--- src/rtl/chg_cmd_pkg.sv ---
package chg_cmd_pkg;

    localparam int CMD_BITS = 21;
    localparam int MODE_HI  = 20;
    localparam int MODE_LO  = 18;
    localparam int SEL_HI   = 15;
    localparam int SEL_LO   = 13;
    localparam int DIV_HI   = 12;
    localparam int DIV_LO   = 9;

    typedef enum logic [2:0] {
        MODE_OFF   = 3'd0,
        MODE_IDLE  = 3'd1,
        MODE_DSCH  = 3'd2,
        MODE_CHRG  = 3'd3,
        MODE_GAUGE = 3'd4
    } op_mode_e;

    typedef enum logic [1:0] {
        RX_HUNT,
        RX_CMD,
        RX_DONE
    } rx_state_e;

    typedef struct packed {
        op_mode_e   mode;
        logic [2:0] sel;
        logic [3:0] div;
    } cmd_fields_t;

    function automatic op_mode_e decode_mode(input logic [2:0] code);
        case (code)
            3'd1:    return MODE_IDLE;
            3'd2:    return MODE_DSCH;
            3'd3:    return MODE_CHRG;
            3'd4:    return MODE_GAUGE;
            default: return MODE_OFF;
        endcase
    endfunction

    function automatic cmd_fields_t split_cmd(input logic [CMD_BITS-1:0] w);
        cmd_fields_t f;
        f.mode = decode_mode(w[MODE_HI:MODE_LO]);
        f.sel  = w[SEL_HI:SEL_LO];
        f.div  = w[DIV_HI:DIV_LO];
        return f;
    endfunction

endpackage

--- src/rtl/chg_sclk_edge.sv ---
module chg_sclk_edge (
    input  logic clk,
    input  logic rst,
    input  logic sclk,
    output logic rise,
    output logic fall
);
    logic sclk_q;

    always_ff @(posedge clk) begin
        if (rst) sclk_q <= 1'b0;
        else     sclk_q <= sclk;
    end

    assign rise = sclk & ~sclk_q;
    assign fall = ~sclk & sclk_q;
endmodule

--- src/rtl/chg_cmd_rx.sv ---
module chg_cmd_rx
    import chg_cmd_pkg::*;
#(
    parameter int NBITS = CMD_BITS
) (
    input  logic             clk,
    input  logic             rst,
    input  logic             cs_n,
    input  logic             rise,
    input  logic             din,
    output logic [NBITS-1:0] cmd_q,
    output logic             conv_start,
    output logic             in_frame
);
    localparam int CNT_W = $clog2(NBITS + 1);

    rx_state_e        state;
    logic [NBITS-1:0] shreg;
    logic [CNT_W-1:0] cnt;

    always_ff @(posedge clk) begin
        if (rst) begin
            state      <= RX_HUNT;
            shreg      <= '0;
            cnt        <= '0;
            cmd_q      <= '0;
            conv_start <= 1'b0;
        end else begin
            conv_start <= 1'b0;
            if (cs_n) begin
                state <= RX_HUNT;
                cnt   <= '0;
            end else if (rise) begin
                case (state)
                    RX_HUNT: begin
                        if (din) begin
                            state <= RX_CMD;
                            cnt   <= '0;
                        end
                    end
                    RX_CMD: begin
                        shreg <= {shreg[NBITS-2:0], din};
                        if (cnt == CNT_W'(NBITS - 1)) begin
                            cmd_q      <= {shreg[NBITS-2:0], din};
                            conv_start <= 1'b1;
                            state      <= RX_DONE;
                        end else begin
                            cnt <= cnt + 1'b1;
                        end
                    end
                    default: ;
                endcase
            end
        end
    end

    assign in_frame = (state != RX_HUNT);
endmodule

--- src/rtl/chg_dout_tx.sv ---
module chg_dout_tx #(
    parameter int TAKE   = 23,
    parameter int RES_W  = 10,
    parameter int STAT_W = 8
) (
    input  logic              clk,
    input  logic              rst,
    input  logic              cs_n,
    input  logic              in_frame,
    input  logic              fall,
    input  logic [RES_W-1:0]  result,
    input  logic [STAT_W-1:0] status,
    output logic              dout,
    output logic              dout_oe
);
    localparam int SH_W = 1 + RES_W + STAT_W;
    localparam int FC_W = $clog2(TAKE + 1);

    logic [FC_W-1:0] fcnt;
    logic [SH_W-1:0] sh;
    logic            oe_q;

    always_ff @(posedge clk) begin
        if (rst) begin
            fcnt <= '0;
            sh   <= '0;
            oe_q <= 1'b0;
        end else if (cs_n || !in_frame) begin
            fcnt <= '0;
            sh   <= '0;
            oe_q <= 1'b0;
        end else if (fall) begin
            if (!oe_q) begin
                if (fcnt == FC_W'(TAKE - 1)) begin
                    oe_q <= 1'b1;
                    sh   <= {1'b0, result, status};
                end else begin
                    fcnt <= fcnt + 1'b1;
                end
            end else begin
                sh <= {sh[SH_W-2:0], 1'b0};
            end
        end
    end

    assign dout_oe = oe_q & ~cs_n;
    assign dout    = dout_oe & sh[SH_W-1];
endmodule

--- src/rtl/chg_cmd_port.sv ---
module chg_cmd_port
    import chg_cmd_pkg::*;
#(
    parameter int RES_W  = 10,
    parameter int STAT_W = 8
) (
    input  logic                clk,
    input  logic                rst,
    input  logic                cs_n,
    input  logic                sclk,
    input  logic                din,
    input  logic [RES_W-1:0]    adc_result,
    input  logic [STAT_W-1:0]   status_in,
    output logic                dout,
    output logic                dout_oe,
    output logic [CMD_BITS-1:0] cmd_word,
    output logic [2:0]          mode,
    output logic [2:0]          adc_sel,
    output logic [3:0]          div_sel,
    output logic                conv_start
);
    localparam int TAKEOVER = CMD_BITS + 2;

    logic        rise, fall, in_frame;
    cmd_fields_t fields;

    chg_sclk_edge u_edge (
        .clk  (clk),
        .rst  (rst),
        .sclk (sclk),
        .rise (rise),
        .fall (fall)
    );

    chg_cmd_rx #(.NBITS(CMD_BITS)) u_rx (
        .clk        (clk),
        .rst        (rst),
        .cs_n       (cs_n),
        .rise       (rise),
        .din        (din),
        .cmd_q      (cmd_word),
        .conv_start (conv_start),
        .in_frame   (in_frame)
    );

    chg_dout_tx #(.TAKE(TAKEOVER), .RES_W(RES_W), .STAT_W(STAT_W)) u_tx (
        .clk      (clk),
        .rst      (rst),
        .cs_n     (cs_n),
        .in_frame (in_frame),
        .fall     (fall),
        .result   (adc_result),
        .status   (status_in),
        .dout     (dout),
        .dout_oe  (dout_oe)
    );

    assign fields  = split_cmd(cmd_word);
    assign mode    = fields.mode;
    assign adc_sel = fields.sel;
    assign div_sel = fields.div;
endmodule

--- config.mk ---
export PLATFORM = sky130hd
export DESIGN_NAME = chg_cmd_port
export DESIGN_NICKNAME = d
export VERILOG_FILES = /design/src/rtl/chg_cmd_pkg.sv /design/src/rtl/chg_sclk_edge.sv /design/src/rtl/chg_cmd_rx.sv /design/src/rtl/chg_dout_tx.sv /design/src/rtl/chg_cmd_port.sv
export SDC_FILE = /design/constraint.sdc
export NUM_CORES = 1
export LEC_CHECK = 0
export ABC_AREA = 1
export BUFFER_PORTS_ARGS = -buffer_cell sky130_fd_sc_hd__buf_4
export CAP_MARGIN = 20
export CORE_ASPECT_RATIO = 1.75
export CORE_MARGIN = 2
export CORE_UTILIZATION = 51
export CTS_BUF_LIST = sky130_fd_sc_hd__clkbuf_4 sky130_fd_sc_hd__clkbuf_8 sky130_fd_sc_hd__clkbuf_16
export CTS_CLUSTER_DIAMETER = 40
export CTS_CLUSTER_SIZE = 30
export DETAILED_ROUTE_END_ITERATION = 16
export PLACE_DENSITY_LB_ADDON = 0.12
export SLEW_MARGIN = 15
export SYNTH_ARGS = -nofsm -noshare
export SYNTH_HDL_FRONTEND = slang
export SYNTH_HIERARCHICAL = 1
export SYNTH_SLANG_ARGS = --single-unit
--- constraint.sdc ---
create_clock -name clk -period 1.2 [get_ports clk]
set_input_delay 0.24 -clock clk [delete_from_list [all_inputs] [get_ports clk]]
set_output_delay 0.24 -clock clk [all_outputs]
set_load 0.05 [all_outputs]
Word-level counts from Yosys, hierarchy flattened. Cells that the tools add are included.

Bits in registers: 75. Bits of input ports: 23. Output and inout port bits: 34. Word-level logic and storage cells: 59.

$add $sub $neg: 2. Equality and inequality tests: 10. Muxes and demuxes: 12. Bitwise operators: 11. Reductions and logical operators: 15.

Operator list (number): 2-to-1 mux 19 bit (2); case mux 3 bit (4 select lines) (1); AND reduction 4 bit (3); adder 5 x 1 -> 5 bit, second input constant (2); == test 5 bit, second input constant (2); 2-to-1 mux 5 bit (2); case mux 5 bit (2 select lines) (1); NOT 1 bit (7); == test 3 x 2 -> 1 bit, second input constant (2); AND reduction 3 bit (2); nonzero test 2 bit (3); AND 1 bit (4); 2-to-1 mux 2 bit (2); inequality test 2 bit, second input constant (2); case mux 2 bit (2 select lines) (1); OR reduction 2 bit (2); OR reduction 4 bit (1); == test 3 x 1 -> 1 bit, second input constant (1); == test 3 bit, second input constant (1); 2-to-1 mux 1 bit (3); == test 2 x 1 -> 1 bit, second input constant (1); logical NOT 2 bit (1); inequality test 2 x 1 -> 1 bit, second input constant (1); AND reduction 2 bit (1); 2 further kinds (2).

Logic depth before layout (Yosys ltp).
Depth after elaboration: 4. Gate-level depth with buffers: 11. Mapped depth without buffers: 9.

By module. Netlist, hierarchy kept.

Modules (own cells, without submodules): chg_cmd_rx (instances 1, cells each 252, area an instance 2050.7 sq um, sequential area each 980.9 sq um); chg_dout_tx (instances 1, cells each 200, area an instance 1437.6 sq um, sequential area each 500.5 sq um); chg_cmd_port (instances 1, cells each 14, area an instance 78.8 sq um, sequential area each 0.0 sq um); chg_sclk_edge (instances 1, cells each 6, area an instance 38.8 sq um, sequential area each 20.0 sq um).

Worst setup path after synthesis. OpenSTA, ideal clock, no wires.

Kind: reg2out. From: reg u_rx.cmd_q[20]. To: out mode[2]. Arrival: 1.414 ns. Required time: 0.960 ns. Path slack: -0.454 ns. Cell stages (with the launch flop): 3. Cells stage by stage: dfxtp_1 inv_1 nor2_1.

Cells in the longest elaborated chain, start to end: 2. Elaborated cells between the ends (all ways): 5. Those cells by class: eq/ne: 4; mux: 1.

RTL lines: from (decl) (line chg_cmd_rx.sv:11) `output logic [NBITS-1:0] cmd_q,`; from (signal assigned) (line chg_cmd_rx.sv:44) `cmd_q <= {shreg[NBITS-2:0], din};`; == test 3 bit, or another cell as far along (line chg_cmd_pkg.sv:32) `case (code)`; case mux 3 bit (4 select lines) * (line chg_cmd_pkg.sv:32); to (decl) (line chg_cmd_port.sv:17) `output logic [2:0] mode,`.

Every way passes the cells marked *; elsewhere a longest branch is shown, timed or not.

Worst setup path after layout.
From: reg u_tx.oe_q. To: reg u_tx.sh[15].

Cells in the longest elaborated chain, start to end: 2. Elaborated cells between the ends (all ways): 3. Those cells by class: mux: 1; reduce/logical: 2.

RTL lines: from (decl) (line chg_dout_tx.sv:21) `logic oe_q;`; from (signal assigned) (line chg_dout_tx.sv:27) `oe_q <= 1'b0;`; from (signal assigned) (line chg_dout_tx.sv:31) `oe_q <= 1'b0;`; from (signal assigned) (line chg_dout_tx.sv:35) `oe_q <= 1'b1;`; nonzero test 2 bit (no line); AND reduction 2 bit (no line); to (signal assigned) (line chg_dout_tx.sv:36) `sh <= {1'b0, result, status};`; to (signal assigned) (line chg_dout_tx.sv:41) `sh <= {sh[SH_W-2:0], 1'b0};`; to (decl) (line chg_dout_tx.sv:20) `logic [SH_W-1:0] sh;`.

Parallel ways exist; a longest one is shown, timed or not. A chain may end at the register's enable or synchronous reset.

==> impl_results.md <==
* Outcome: finished, violations left
* Failing checks: negative setup slack
* CP dominant cell by count: nand2_1
* Worst setup EP type: register
* Row count at 40
* Pins Over Slew Limit at 0
* DP HPWL at 5526 microns
* Die height at 115.2 microns
* Root buffer selected by CTS: clkbuf_16
* Clock buffer depth at 2
* Clk slew on worst S/H paths at 60 ps
* Worst Setup SP: u_tx/oe_q$_SDFFE_PP0P_
* Vias in the first global route at 3,444
* Flop pwr share at 0.430
* Cell family with most CP delay: flip-flops
* Max-Cap Viols at 0
* First-pass GRT wire length at 15,170 microns
* Crit path DAT at 1620 ps
* Logic pwr share at 0.065
* Design Area, Final at 5685 sq um
* Crit path cell chain: bufbuf_16 > nand2_1 > a21boi_0 > nand3_2 > nand2_1 > nor2_1
* LEAKAGE at 2.204 nW
* Setup_tns at -7141 ps
* Avg Vias per Cell at 5.384
* Area of the core at 6857 sq um
* Max-slew headroom at 0.7741
* Min cycle time layout at 1393 ps
* Antenna Nets Post-Route at 0
* Synthesized area at 3606 sq um
* Post-synth top area share at 0.4164
* Placed cell area at 4457 sq um
* Nets at 601
* Share of power burned in the clock network at 0.505
* F_max at 717.7 MHz
* Pre-Repair DR Iteration Count at 4
* Share of cells above drive strength 1 at 0.5650
* CTS tree: built
* Top cells by area, synth: dfxtp_1 (42%), nor2_1 (8.5%), a21oi_2 (6.8%), nand2_1 (6.6%), inv_1 (5.6%)
* Antenna violations before repair at 0
* Wirelength, routed at 10,880 microns
* RSZ-0062 raised after global routing: true
* Setup ws final at -193.4 ps
* Clk_skew at 6.429 ps
* WP data required at 1430 ps
* Syn_area_per_cell at 7.640 sq um
* CTS buffer count at 9
* Yosys cell types at 31
* Min-Delay Path Class: input port to register
* Critical path type: register to register
* Clock Sinks at 75
* Post-Syn Instances at 472
* N_diodes at 0
* Area growth, synth to finish at 57.67%
* Post-DR wirelength/cell at 16.46 microns
* Worst hold path depth at 2
* CP Buf/Inv Count at 1
* Worst-Margin Slew at 335.8 ps
* H-tree depth at 3
* Psw at 1.243 mW
* DRT iter0 DRCs at 224
* Starting Density at 0.5259
* Gpl congestion at 0.8615
* Slowest cell on the critical path: dfxtp_4
* PwrDens at 1028 nW/um^2
* # hold bufs at CTS at 0
* VDD IR max at 890.8 uV
* Clock Latency Late Sink at 340 ps
* DR DRC count at 0
* Syn Nets at 499
* Worst Reg-to-Reg Cells at 6
* Register area share after synthesis at 0.4164
* Gr ovfl total at 0
* Leading area contributor after synthesis: dfxtp_1
* Period utilization at 1.161
* Max stage delay on crit path at 370 ps
* Port-buffer cells at 56
* Worst path depth at 6
* Die Wd at 67.57 microns
* CP max FO at 10
* Worst r2r src: u_tx/oe_q$_SDFFE_PP0P_
* IO Pins at 57
* GRT Overall Usage at 0.2576
* Synth Warn # at 6
* Seq cells post-synth at 75
* Die ar. at 7786 sq um
* Hold path start: rst
* Hold Fails Final Rpt at 0
* Critical path launch point type: register
* Sw Ratio at 0.2128
* Largest net degree at the start of global routing at 42
* Final Setup Violations at 77
* Vias at 3,559
* Cell internal pwr at 4.600 mW
layout by cell type (no fill, tap or decap), types with 2 or more instances in the layout:
master	instances
buf_4	77
dfxtp_1	64
nor2_1	60
nand2_1	50
inv_1	43
a21oi_2	43
o21ai_2	40
buf_6	27
nand3_2	20
nor2_2	16
a21boi_0	14
clkbuf_16	13
nand2_2	12
inv_2	11
nor2_4	10
buf_12	8
dfxtp_2	8
buf_8	7
nand4_1	6
nand3_1	5
nand2_4	4
nand3_4	4
ha_4	4
o21ai_1	3
a21oi_4	3
dfxtp_4	3
clkbuf_8	2
bufinv_16	2
inv_6	2
o21ai_4	2
xor2_1	2
a21oi_1	2
a21boi_2	2
through the flow:
| stage | setup WS (ps) | std cells | power (mW) | hold slack, ps | util |
|---|---|---|---|---|---|
| after floorplan | -98.18 | 472 | 2.731 | 312.4 | - |
| after global placement | -83.31 | 624 | 2.851 | 434.3 | 0.6500 |
| after detailed placement | -152.1 | 624 | 2.857 | 439.7 | 0.6500 |
| after CTS | -171.1 | 651 | 5.786 | 103.9 | 0.7682 |
| after global routing | -226.1 | 661 | 6.016 | 125.1 | 0.8292 |
| final | -193.4 | 661 | 5.843 | 139.1 | 0.8292 |
registers in the layout, summed over array words and instances, names as in the netlist:
name             flops
u_tx/sh             19
u_rx/state           2
u_tx/fcnt            5
u_tx/oe_q            1
u_rx/conv_start      1
u_rx/cnt             5
u_rx/cmd_q          21
u_edge/sclk_q        1
u_rx/shreg          20
power by group through the flow:
stage                     combinational (mW)  sequential, mW  clock [mW]
after global routing                   0.407            2.51        3.10
after global placement                 0.283            2.57           0
final                                  0.381            2.51        2.95
after detailed placement               0.289            2.57           0
after floorplan                        0.165            2.57           0
after CTS                              0.315            2.51        2.96
cell families (layout without fill, tap and decap cells):
| family | Yosys count | in the layout | share of synthesized area |
|---|---|---|---|
| AO/OA/AOI/OAI | 111 | 111 | 0.1999 |
| XOR/XNOR | 2 | 2 | 0.004859 |
| adder cells (fa/ha/maj) | 4 | 4 | 0.01388 |
| buffers and inverters | 91 | 196 | 0.1332 |
| flip-flops | 75 | 75 | 0.4164 |
| AND/OR/NAND/NOR | 189 | 189 | 0.2318 |
metal layers:
metal / vias up / GRT usage / part of all wire
met1: 1689 / 0.2506 / 0.35
met2: 113 / 0.4745 / 0.56
met5: - / 0 / 0
met3: 38 / 0.06164 / 0.042
met4: 0 / 0.1442 / 0.044
li1: 1719 / - / -
cell usage after synthesis, drive strengths merged:
master and n:
dfxtp 75, inv 57, buf 28, nand4 6, nand2 67, o31ai 1
a21oi 48, o21ai 45, xor2 2, nor2 86, clkbuf 6, ha 4
and3 1, a21boi 17, nand3 29
cell type report:
class	count	area [sq um]
flip-flops and latches	75	1523
repair buffers	125	1308
fillers	375	1171
clock buffers	12	260.3
multi-input cells	306	2203
inverters	57	226.5
well taps	84	105.1
clock inverters	2	60.06
worst register-to-register path, stage by stage (launching register included):
cell and delay (ps):
dfxtp_4 370, bufbuf_16 290, nand2_1 80, a21boi_0 320, nand3_2 100, nand2_1 90, nor2_1 50
final timing paths:
kind | to | slack, ps
worst min register to register | u_rx/cmd_q[8]$_SDFFE_PP0P_ | 450
worst max-delay path | u_tx/sh[15]$_SDFFE_PP0P_ | -190
worst min-delay path | u_rx/conv_start$_SDFF_PP0_ | 140
worst max register to register | u_tx/sh[15]$_SDFFE_PP0P_ | -190
timing repair:
action | CTS | global route
gates cloned | 6 | 6
pin swaps | 18 | 47
endpoints found under the setup margin | 72 | 79
buffers inserted | 8 | 11
resized for setup | 85 | 107
Note: power is estimated with default switching activity, not from simulation.
